## config.mk

```make
export PLATFORM = sky130hd
export DESIGN_NAME = hpd_event_filter
export DESIGN_NICKNAME = d
export VERILOG_FILES = /design/src/rtl/hpf_pkg.sv /design/src/rtl/hpf_width_filter.sv /design/src/rtl/hpf_datapath.sv /design/src/rtl/hpf_control.sv /design/src/rtl/hpd_event_filter.sv
export SDC_FILE = /design/constraint.sdc
export NUM_CORES = 1
export LEC_CHECK = 0
export ABC_AREA = 0
export BUFFER_PORTS_ARGS = -buffer_cell sky130_fd_sc_hd__buf_2
export CAP_MARGIN = 0
export CORE_ASPECT_RATIO = 0.6
export CORE_MARGIN = 2
export CORE_UTILIZATION = 54
export CTS_CLUSTER_SIZE = 12
export DETAILED_ROUTE_END_ITERATION = 8
export PLACE_DENSITY_LB_ADDON = 0.2
export SLEW_MARGIN = 10
export SYNTH_ARGS = -nofsm -noshare
export SYNTH_HDL_FRONTEND = slang
export SYNTH_SLANG_ARGS = --single-unit
```

## constraint.sdc

```tcl
create_clock -name clk -period 2.7 [get_ports clk]
set_clock_uncertainty 0.1 [all_clocks]
set_input_delay 0.405 -clock clk [delete_from_list [all_inputs] [get_ports clk]]
set_output_delay 0.405 -clock clk [all_outputs]
set_load 0.03 [all_outputs]
```

## src/rtl/hpf_pkg.sv

```systemverilog
package hpf_pkg;
  localparam int HPF_GLITCH_W   = 4;
  localparam int HPF_VALID_W    = 12;
  localparam int HPF_SCALE_LOG2 = 10;
  localparam int HPF_NSRC       = 3;
  localparam int HPF_ADDR_W     = 3;
  localparam int HPF_DATA_W     = 32;
  localparam int HPF_N_LSB      = 0;
  localparam int HPF_M_LSB      = 8;

  typedef enum logic [HPF_ADDR_W-1:0] {
    ADDR_CFG   = 3'd0,
    ADDR_MASK  = 3'd1,
    ADDR_STAT  = 3'd2,
    ADDR_CLR   = 3'd3,
    ADDR_LEVEL = 3'd4
  } hpfAddr_e;

  // control -> datapath
  typedef struct packed {
    logic [HPF_GLITCH_W-1:0] glitchN;
    logic [HPF_VALID_W-1:0]  validM;
  } hpfCfg_t;

  // datapath -> control, one pulse per accepted event
  typedef struct packed {
    logic hpdFall;
    logic hpdRise;
    logic coreRise;
  } hpfEvt_t;
endpackage

```

## src/rtl/hpf_width_filter.sv

```systemverilog
module hpf_width_filter #(
  parameter int CNT_W = 4
) (
  input  logic             clk,
  input  logic             rstN,
  input  logic             din,
  input  logic [CNT_W-1:0] limit,
  output logic             dout,
  output logic             changeP
);
  logic [CNT_W-1:0] runCnt;
  logic             differ;
  logic             accept;

  assign differ = (din != dout);
  assign accept = differ && (runCnt >= limit);

  always_ff @(posedge clk or negedge rstN) begin
    if (!rstN) begin
      dout    <= 1'b0;
      runCnt  <= '0;
      changeP <= 1'b0;
    end else begin
      changeP <= accept;
      if (!differ) begin
        runCnt <= '0;
      end else if (accept) begin
        dout   <= din;
        runCnt <= '0;
      end else begin
        runCnt <= runCnt + 1'b1;
      end
    end
  end

  // the output only ever moves to the value the input held one edge earlier
  p_follow_r2: assert property (@(posedge clk) disable iff (!rstN)
    (dout != $past(dout)) |-> (dout == $past(din)));

  // a change pulse accompanies every output toggle
  p_pulse_r5: assert property (@(posedge clk) disable iff (!rstN)
    changeP |-> (dout != $past(dout)));
endmodule

```

## src/rtl/hpf_datapath.sv

```systemverilog
module hpf_datapath
  import hpf_pkg::*;
#(
  parameter int GLITCH_W   = HPF_GLITCH_W,
  parameter int VALID_W    = HPF_VALID_W,
  parameter int SCALE_LOG2 = HPF_SCALE_LOG2
) (
  input  logic    clk,
  input  logic    rstN,
  input  logic    hpdRaw,
  input  logic    coreIrq,
  input  hpfCfg_t cfg,
  output logic    hpdLevel,
  output hpfEvt_t evt
);
  localparam int LONG_W = VALID_W + SCALE_LOG2;

  logic [1:0]        syncQ;
  logic              glitchOut;
  logic              glitchChg;
  logic              levelChg;
  logic              coreQ;
  logic [LONG_W-1:0] longLimit;

  always_ff @(posedge clk or negedge rstN) begin
    if (!rstN) begin
      syncQ <= '0;
      coreQ <= 1'b0;
    end else begin
      syncQ <= {syncQ[0], hpdRaw};
      coreQ <= coreIrq;
    end
  end

  assign longLimit = {cfg.validM[VALID_W-1:0], {SCALE_LOG2{1'b0}}};

  hpf_width_filter #(.CNT_W(GLITCH_W)) uGlitch (
    .clk(clk), .rstN(rstN), .din(syncQ[1]), .limit(cfg.glitchN[GLITCH_W-1:0]),
    .dout(glitchOut), .changeP(glitchChg)
  );

  hpf_width_filter #(.CNT_W(LONG_W)) uValid (
    .clk(clk), .rstN(rstN), .din(glitchOut), .limit(longLimit),
    .dout(hpdLevel), .changeP(levelChg)
  );

  always_comb begin
    evt.coreRise = coreIrq && !coreQ;
    evt.hpdRise  = levelChg && hpdLevel;
    evt.hpdFall  = levelChg && !hpdLevel;
  end

  // rise and fall events never coincide
  p_evt_onehot_r5: assert property (@(posedge clk) disable iff (!rstN)
    $onehot0({evt.hpdRise, evt.hpdFall}));

  // with zero glitch width the glitch stage follows the synchronizer in one edge
  p_zero_glitch_r4: assert property (@(posedge clk) disable iff (!rstN)
    (cfg.glitchN == '0 && glitchOut != syncQ[1]) |=> (glitchOut == $past(syncQ[1])));

  // a held core interrupt produces no second edge
  p_core_once_r6: assert property (@(posedge clk) disable iff (!rstN)
    evt.coreRise |=> !evt.coreRise);

  logic unusedChg;
  assign unusedChg = glitchChg;
endmodule

```

## src/rtl/hpf_control.sv

```systemverilog
module hpf_control
  import hpf_pkg::*;
#(
  parameter int ADDR_W = HPF_ADDR_W,
  parameter int DATA_W = HPF_DATA_W,
  parameter int NSRC   = HPF_NSRC
) (
  input  logic              clk,
  input  logic              rstN,
  input  logic              regWrEn,
  input  logic [ADDR_W-1:0] regAddr,
  input  logic [DATA_W-1:0] regWrData,
  output logic [DATA_W-1:0] regRdData,
  input  logic              hpdLevel,
  input  hpfEvt_t           evt,
  output hpfCfg_t           cfg,
  output logic              irqOut
);
  logic [NSRC-1:0] pendQ;
  logic [NSRC-1:0] maskQ;
  logic [NSRC-1:0] swSet;
  logic [NSRC-1:0] swClr;
  logic [NSRC-1:0] hwSet;
  logic [NSRC-1:0] setVec;
  logic            wrCfg, wrMask, wrStat, wrClr;

  always_comb begin
    wrCfg  = regWrEn && (regAddr == ADDR_CFG);
    wrMask = regWrEn && (regAddr == ADDR_MASK);
    wrStat = regWrEn && (regAddr == ADDR_STAT);
    wrClr  = regWrEn && (regAddr == ADDR_CLR);
    swSet  = wrStat ? regWrData[NSRC-1:0] : '0;
    swClr  = wrClr  ? regWrData[NSRC-1:0] : '0;
    hwSet  = {evt.hpdFall, evt.hpdRise, evt.coreRise};
    setVec = swSet | hwSet;
  end

  always_ff @(posedge clk or negedge rstN) begin
    if (!rstN) begin
      pendQ <= '0;
      maskQ <= '0;
      cfg   <= '0;
    end else begin
      pendQ <= (pendQ & ~swClr) | setVec;   // set wins over clear
      if (wrMask) maskQ <= regWrData[NSRC-1:0];
      if (wrCfg) begin
        cfg.glitchN <= regWrData[HPF_N_LSB +: HPF_GLITCH_W];
        cfg.validM  <= regWrData[HPF_M_LSB +: HPF_VALID_W];
      end
    end
  end

  always_comb begin
    regRdData = '0;
    case (regAddr)
      ADDR_CFG: begin
        regRdData[HPF_N_LSB +: HPF_GLITCH_W] = cfg.glitchN;
        regRdData[HPF_M_LSB +: HPF_VALID_W]  = cfg.validM;
      end
      ADDR_MASK:  regRdData[NSRC-1:0] = maskQ;
      ADDR_STAT:  regRdData[NSRC-1:0] = pendQ;
      ADDR_LEVEL: regRdData[0]        = hpdLevel;
      default:    regRdData           = '0;
    endcase
  end

  assign irqOut = |(pendQ & maskQ);

  // any bit set in a cycle is pending after the edge, whatever the clear
  p_set_wins_r9: assert property (@(posedge clk) disable iff (!rstN)
    (|setVec) |=> ((pendQ & $past(setVec)) == $past(setVec)));

  // a clear with no competing set leaves the bit low
  p_clear_r8: assert property (@(posedge clk) disable iff (!rstN)
    wrClr |=> ((pendQ & $past(swClr & ~setVec)) == '0));

  // an empty mask keeps the interrupt quiet
  p_mask_gate_r10: assert property (@(posedge clk) disable iff (!rstN)
    (maskQ == '0) |-> !irqOut);

  // a pending bit only rises through a set source
  p_no_spurious_r7: assert property (@(posedge clk) disable iff (!rstN)
    ((pendQ & ~$past(pendQ)) & ~$past(setVec)) == '0);
endmodule

```

## src/rtl/hpd_event_filter.sv

```systemverilog
module hpd_event_filter
  import hpf_pkg::*;
(
  input  logic                  clk,
  input  logic                  rstN,
  input  logic                  hpdRaw,
  input  logic                  coreIrq,
  input  logic                  regWrEn,
  input  logic [HPF_ADDR_W-1:0] regAddr,
  input  logic [HPF_DATA_W-1:0] regWrData,
  output logic [HPF_DATA_W-1:0] regRdData,
  output logic                  irqOut
);
  hpfCfg_t cfg;
  hpfEvt_t evt;
  logic    hpdLevel;

  hpf_datapath uDp (
    .clk(clk), .rstN(rstN), .hpdRaw(hpdRaw), .coreIrq(coreIrq),
    .cfg(cfg), .hpdLevel(hpdLevel), .evt(evt)
  );

  hpf_control uCtl (
    .clk(clk), .rstN(rstN), .regWrEn(regWrEn), .regAddr(regAddr),
    .regWrData(regWrData), .regRdData(regRdData), .hpdLevel(hpdLevel),
    .evt(evt), .cfg(cfg), .irqOut(irqOut)
  );
endmodule

```

* Word-level counts from Yosys, hierarchy flattened
Cells that the tools add are included.
Word-level totals: register bits 54, bits of input ports 40, output and inout port bits 33, word-level logic and storage cells 51
Operators by class: add/subtract/negate cells 2, $lt $le $gt $ge 2, equality and inequality tests 6, multiplexer cells 10, bitwise operators 5, reduce and logical (&&, ||, !) cells 15
Operator list (number):
- $mux W22 | 2
- $add A22 B1 Y22 const B | 1
- $ge A22 B22 Y1 | 1
- $mux W12 | 1
- $logic_and A1 B1 Y1 | 9
- $mux W4 | 2
- $and A3 B3 Y3 | 2
- $eq A3 B2 Y1 const B | 2
- $mux W3 | 2
- $or A3 B3 Y3 | 2
- $pmux W2 S3 | 1
- $add A4 B1 Y4 const B | 1
- $ge A4 B4 Y1 | 1
- $pmux W1 S4 | 1
- $reduce_and A2 Y1 | 2
- $eq A3 B1 Y1 const B | 1
- $eq A3 B3 Y1 const B | 1
- $logic_not A3 Y1 | 1
- $not A3 Y3 | 1
- $reduce_or A3 Y1 | 1
- $logic_not A1 Y1 | 2
- $ne A1 B1 Y1 | 2
- $mux W1 | 1

* Depth between registers and ports, before layout
word-level depth 6, gate-level depth with buffers 8, depth with buffers taken out 7

* Hierarchy
Synthesis repeated with hierarchy kept, for this count alone.
Unflattened totals: cells, all modules 326, area, all modules 3447.1 um^2
By module, submodules not included:
- hpf_width_filter at uDp.uValid | instances 1, cells each 183, area each 1717.9 um^2, sequential area each 600.6 um^2
- hpf_control | instances 1, cells each 104, area each 1267.5 um^2, sequential area each 550.5 um^2
- hpf_width_filter at uDp.uGlitch | instances 1, cells each 32, area each 360.3 um^2, sequential area each 150.1 um^2
- hpf_datapath | instances 1, cells each 7, area each 101.3 um^2, sequential area each 75.1 um^2

* Worst setup path before layout
OpenSTA, ideal clock, no wires.
kind reg-to-reg, start register uDp.uValid.runCnt[2], end register uDp.uValid.dout, setup time 0.125 ns, arrival time 1.939 ns, required time 2.475 ns, slack 0.536 ns, cell stages (with the launch flop) 6, buffers on the path 0, period minus slack after synthesis 2.164 ns, cells stage by stage dfrtp_1 > or4_1 > or4_4 > a21oi_4 > nor3_2 > mux2_4
Between the ends: longest elaborated chain between the ends 3
Ends and longest elaborated chain:
- start, declared | line hpf_width_filter.sv:11 | logic [CNT_W-1:0] runCnt;
- start signal, assigned | line hpf_width_filter.sv:31 | runCnt <= runCnt + 1'b1;
- $ge A22 B22 Y1 | line hpf_width_filter.sv:16 | assign accept = differ && (runCnt >= limit);
- $logic_and A1 B1 Y1 | line hpf_width_filter.sv:16
- $reduce_and A2 Y1 (no source line)
- end signal, assigned | line hpf_width_filter.sv:28 | dout <= din;
- end, declared | line hpf_width_filter.sv:8 | output logic dout,
No other way between the ends. A chain may end at the register's enable or synchronous reset.

* Final worst setup path
start register uDp.uValid.runCnt[15], end register uDp.uValid.runCnt[21]
Between the ends: longest elaborated chain between the ends 4, elaborated cells between the ends (all ways) 5, classes of those cells 1 x add/sub; 1 x order compare; 2 x mux; 1 x reduce/logical
Ends and longest elaborated chain:
- $ge A22 B22 Y1 | line hpf_width_filter.sv:16
- $logic_and A1 B1 Y1 | line hpf_width_filter.sv:16
- $mux W22 * | line hpf_width_filter.sv:27 | end else if (accept) begin
- $mux W22 * | line hpf_width_filter.sv:25 | if (!differ) begin
Every way passes the cells marked *; elsewhere a longest branch is shown, timed or not.

==> results.cfg <==
[run_status]
status = finished clean

[placement]
gp_congestion = 0.8098
hpwl_mm = 4.385
port_buffers = 40
dp.cells = 420

[worst_setup_path]
crit_start = uDp.uValid.runCnt[15]$_DFF_PN0_
crit_type = reg2reg
critPathMaxFanout = 22
cp_cell_sequence = ha_1, a21oi_1, a21oi_4, or4_2, a21oi_1
cpMostUsedCell = a21oi_1
cp.arrival_ns = 2.59
critical-path-max-stage-delay_ns = 0.91
cpMaxStageDelayCell = or4_2
cp.required_ns = 2.81
reg2reg_from = uDp.uValid.runCnt[15]$_DFF_PN0_
startpoint_type = flip-flop
critPathCaptureType = flip-flop

[floorplan]
pin_count = 73
dieHeight_um = 61.85
core_um2 = 5465
dieArea_um2 = 6210
rows = 21
start_util_pct = 55.11
chipWidth_um = 100.4

[hold_path]
min_from = hpdRaw
min_path_type = in2reg

[route]
drt.antenna.violating_nets = 0
num_vias = 2178
wire_per_inst_um = 13.71
via_per_inst = 5.113
wl_mm = 5.841
drc = 0
drtPass1Iterations = 5
drtIter0Drc = 110

[grt]
grt_pass1_wl_mm = 9.480
first_global_vias = 1956
grt_antenna_before_repair = 0
grt_remaining_overflow = 0
grt_max_degree = 55
grt_usage_pct = 20.10

[layout]
multi_input_area_um2 = 1446
ff_latch_area_um2 = 1351
stdcell_count = 426
area_growth_syn_to_layout_pct = 9.140
n_antenna_cell = 0
layout-drive-gt1-share_pct = 17.09
filler_cell_count = 494
fin_nets = 417

[clocking]
clkSlewWorstSetupHoldPaths_ns = 0.09
cts_hold_buffers = 0
clk_latency_ns = 0.29
ctsLongestPathBuffers = 2
cts_buffers = 5
htree_levels = 2
cts.sinks = 54
cts_tree = done
post_cts_buffers = 0
cts_resized = 0
root_buffer = clkbuf_8

[synth]
yosysTopAreaCell = dfrtp_1
syn_area_um2 = 3012
ys_seq_area_share_pct = 44.87
syn_inst = 319
synth-seq-cells = 54
synth.distinct_cells = 39
async_reset_ff_share_pct = 100.0
ys.flop_type = dfrtp_1
yosysTopAreaCellShare_pct = 44.87
syn_area_per_cell_um2 = 9.441
synth.yosys.warnings = 0
synthTopCellsByCount = 54 x dfrtp_1, 35 x nor2_1, 27 x nand2_1, 26 x inv_1, 19 x ha_1
synth_most_common_cell = dfrtp_1
synthTopCellsByArea = dfrtp_1 45%, ha_1 7.9%, xor2_1 4.7%, nor2_1 4.4%, buf_4 4.0%
synth-edff-count = 0

[sta]
maxSlewViolCount = 0
hold_viol = 0
final.period_utilization_pct = 91.84
slew_headroom_pct = 54.99
rsz0062_at_grt = false
fmax_ghz = 0.4033
tightestPinTransition_ns = 0.6752
finalSetupViolCount = 0
fin_crit_ns = 2.480
finalSetupTns_ns = 0

[power]
p_per_area_nw_per_um2 = 615.8
irDropWorstVdd_mv = 0.2845
leakage_uw = 0.001643
power_uw = 2024

[run]
drv_cap = 0
-- sequential cells by signal, indices dropped and copies added (netlist names) --
signal / flops
uDp.syncQ: 2
uDp.uValid.runCnt: 22
uDp.coreQ: 1
uDp.uValid.dout: 1
uCtl.maskQ: 3
uCtl.pendQ: 3
uCtl.cfg: 16
uDp.uGlitch.runCnt: 4
uDp.uValid.changeP: 1
uDp.uGlitch.dout: 1
-- metrics by stage --
| step | worst slack (ns) | hold WS (ns) | util, % | cell area, um^2 |
|---|---|---|---|---|
| floorplan | 0.5357 | 0.009409 | - | 3068 |
| finish | 0.2203 | 0.1141 | 60.14 | 3287 |
| global placement | 0.2921 | 0.2346 | 58.63 | 3204 |
| global route | 0.05078 | 0.09514 | 60.14 | 3287 |
| CTS | 0.1972 | 0.1057 | 60.14 | 3287 |
| detailed placement | 0.2500 | 0.2503 | 58.63 | 3204 |
-- worst max-delay path: cells and delay by family, from the launching register on --
kind	cells	cell delay, ns
adder cells (fa/ha/maj)	1	0.34
AO/OA/AOI/OAI	3	0.59
AND/OR/NAND/NOR	1	0.91
flip-flops	1	0.45
-- cell usage in the layout, fill, tap and decap left out, drive strengths merged --
master  Yosys  final
nor2       35     35
xnor2       7      7
clkbuf      8      6
a222oi      1      1
buf        18     43
inv        26     26
o211ai      2      2
nor2b       2      2
mux2        7      7
mux2i       3      3
nand4       6      6
a21o        1      1
a211oi      1      1
nor3        4      4
or2         1      1
and3        8      8
nor4        1      1
nand2b      1      1
o221ai      3      3
or4         4      4
and2       15     15
conb        1     16
ha         19     19
a221o       1      1
dfrtp      54     54
a21oi      10     10
a31oi       1      1
xor2       16     16
or3         1      1
nand3      17     17
and4        1      1
o21ai      17     17
nand2      27     27
-- kinds of logic (layout without fill, tap and decap cells) --
group                      after synthesis  count (layout)  synth area share, %
AOI/OAI and AO/OA                       37              37                7.603
buffers and inverters                   52              75                8.974
and+or+nand+nor                        123             123                20.11
adders and majority gates               19              19                7.894
muxes                                   10              10                3.739
xor gates and xnor gates                23              23                6.689
other                                    1              16               0.1245
DFF                                     54              54                44.87
-- report_power, final --
part	total [uW]	internal, uW	switching (uW)	leakage (uW)
clock network	433	198	235	0.0000431
logic	577	210	367	0.000901
registers	1010	921	92.4	0.000699
-- final timing paths --
check / end / slack, ns / depth (start not counted)
worst min-delay path: uDp.syncQ[0]$_DFF_PN0_ / 0.11 / 1
worst max register to register: uDp.uValid.runCnt[21]$_DFF_PN0_ / 0.22 / 5
worst max-delay path: uDp.uValid.runCnt[21]$_DFF_PN0_ / 0.22 / 5
worst min register to register: uDp.syncQ[1]$_DFF_PN0_ / 0.27 / 0
min in group asynchronous: uCtl.cfg[15]$_DFFE_PN0P_ / 0.14 / 2
max in group asynchronous: uCtl.cfg[0]$_DFFE_PN0P_ / 1.92 / 2
-- area by class of cell --
cell class | count | share of cell area, %
Sequential cell | 54 | 41.11
Timing Repair Buffer | 43 | 6.776
Tap cell | 69 | 2.627
Inverter | 26 | 2.969
Multi-Input combinational cell | 228 | 44.00
Clock buffer | 6 | 2.512
-- per-layer routing --
layer / up-vias / global-route usage [%] / wire length (um)
li1: 1115 / - / -
met3: 2 / 4.139 / 277
met4: 0 / 2.935 / 23
met5: - / 0 / 0
met1: 1000 / 29.99 / 3121
met2: 61 / 31.45 / 2418
No activity file was read; power rests on OpenSTA's default activity.
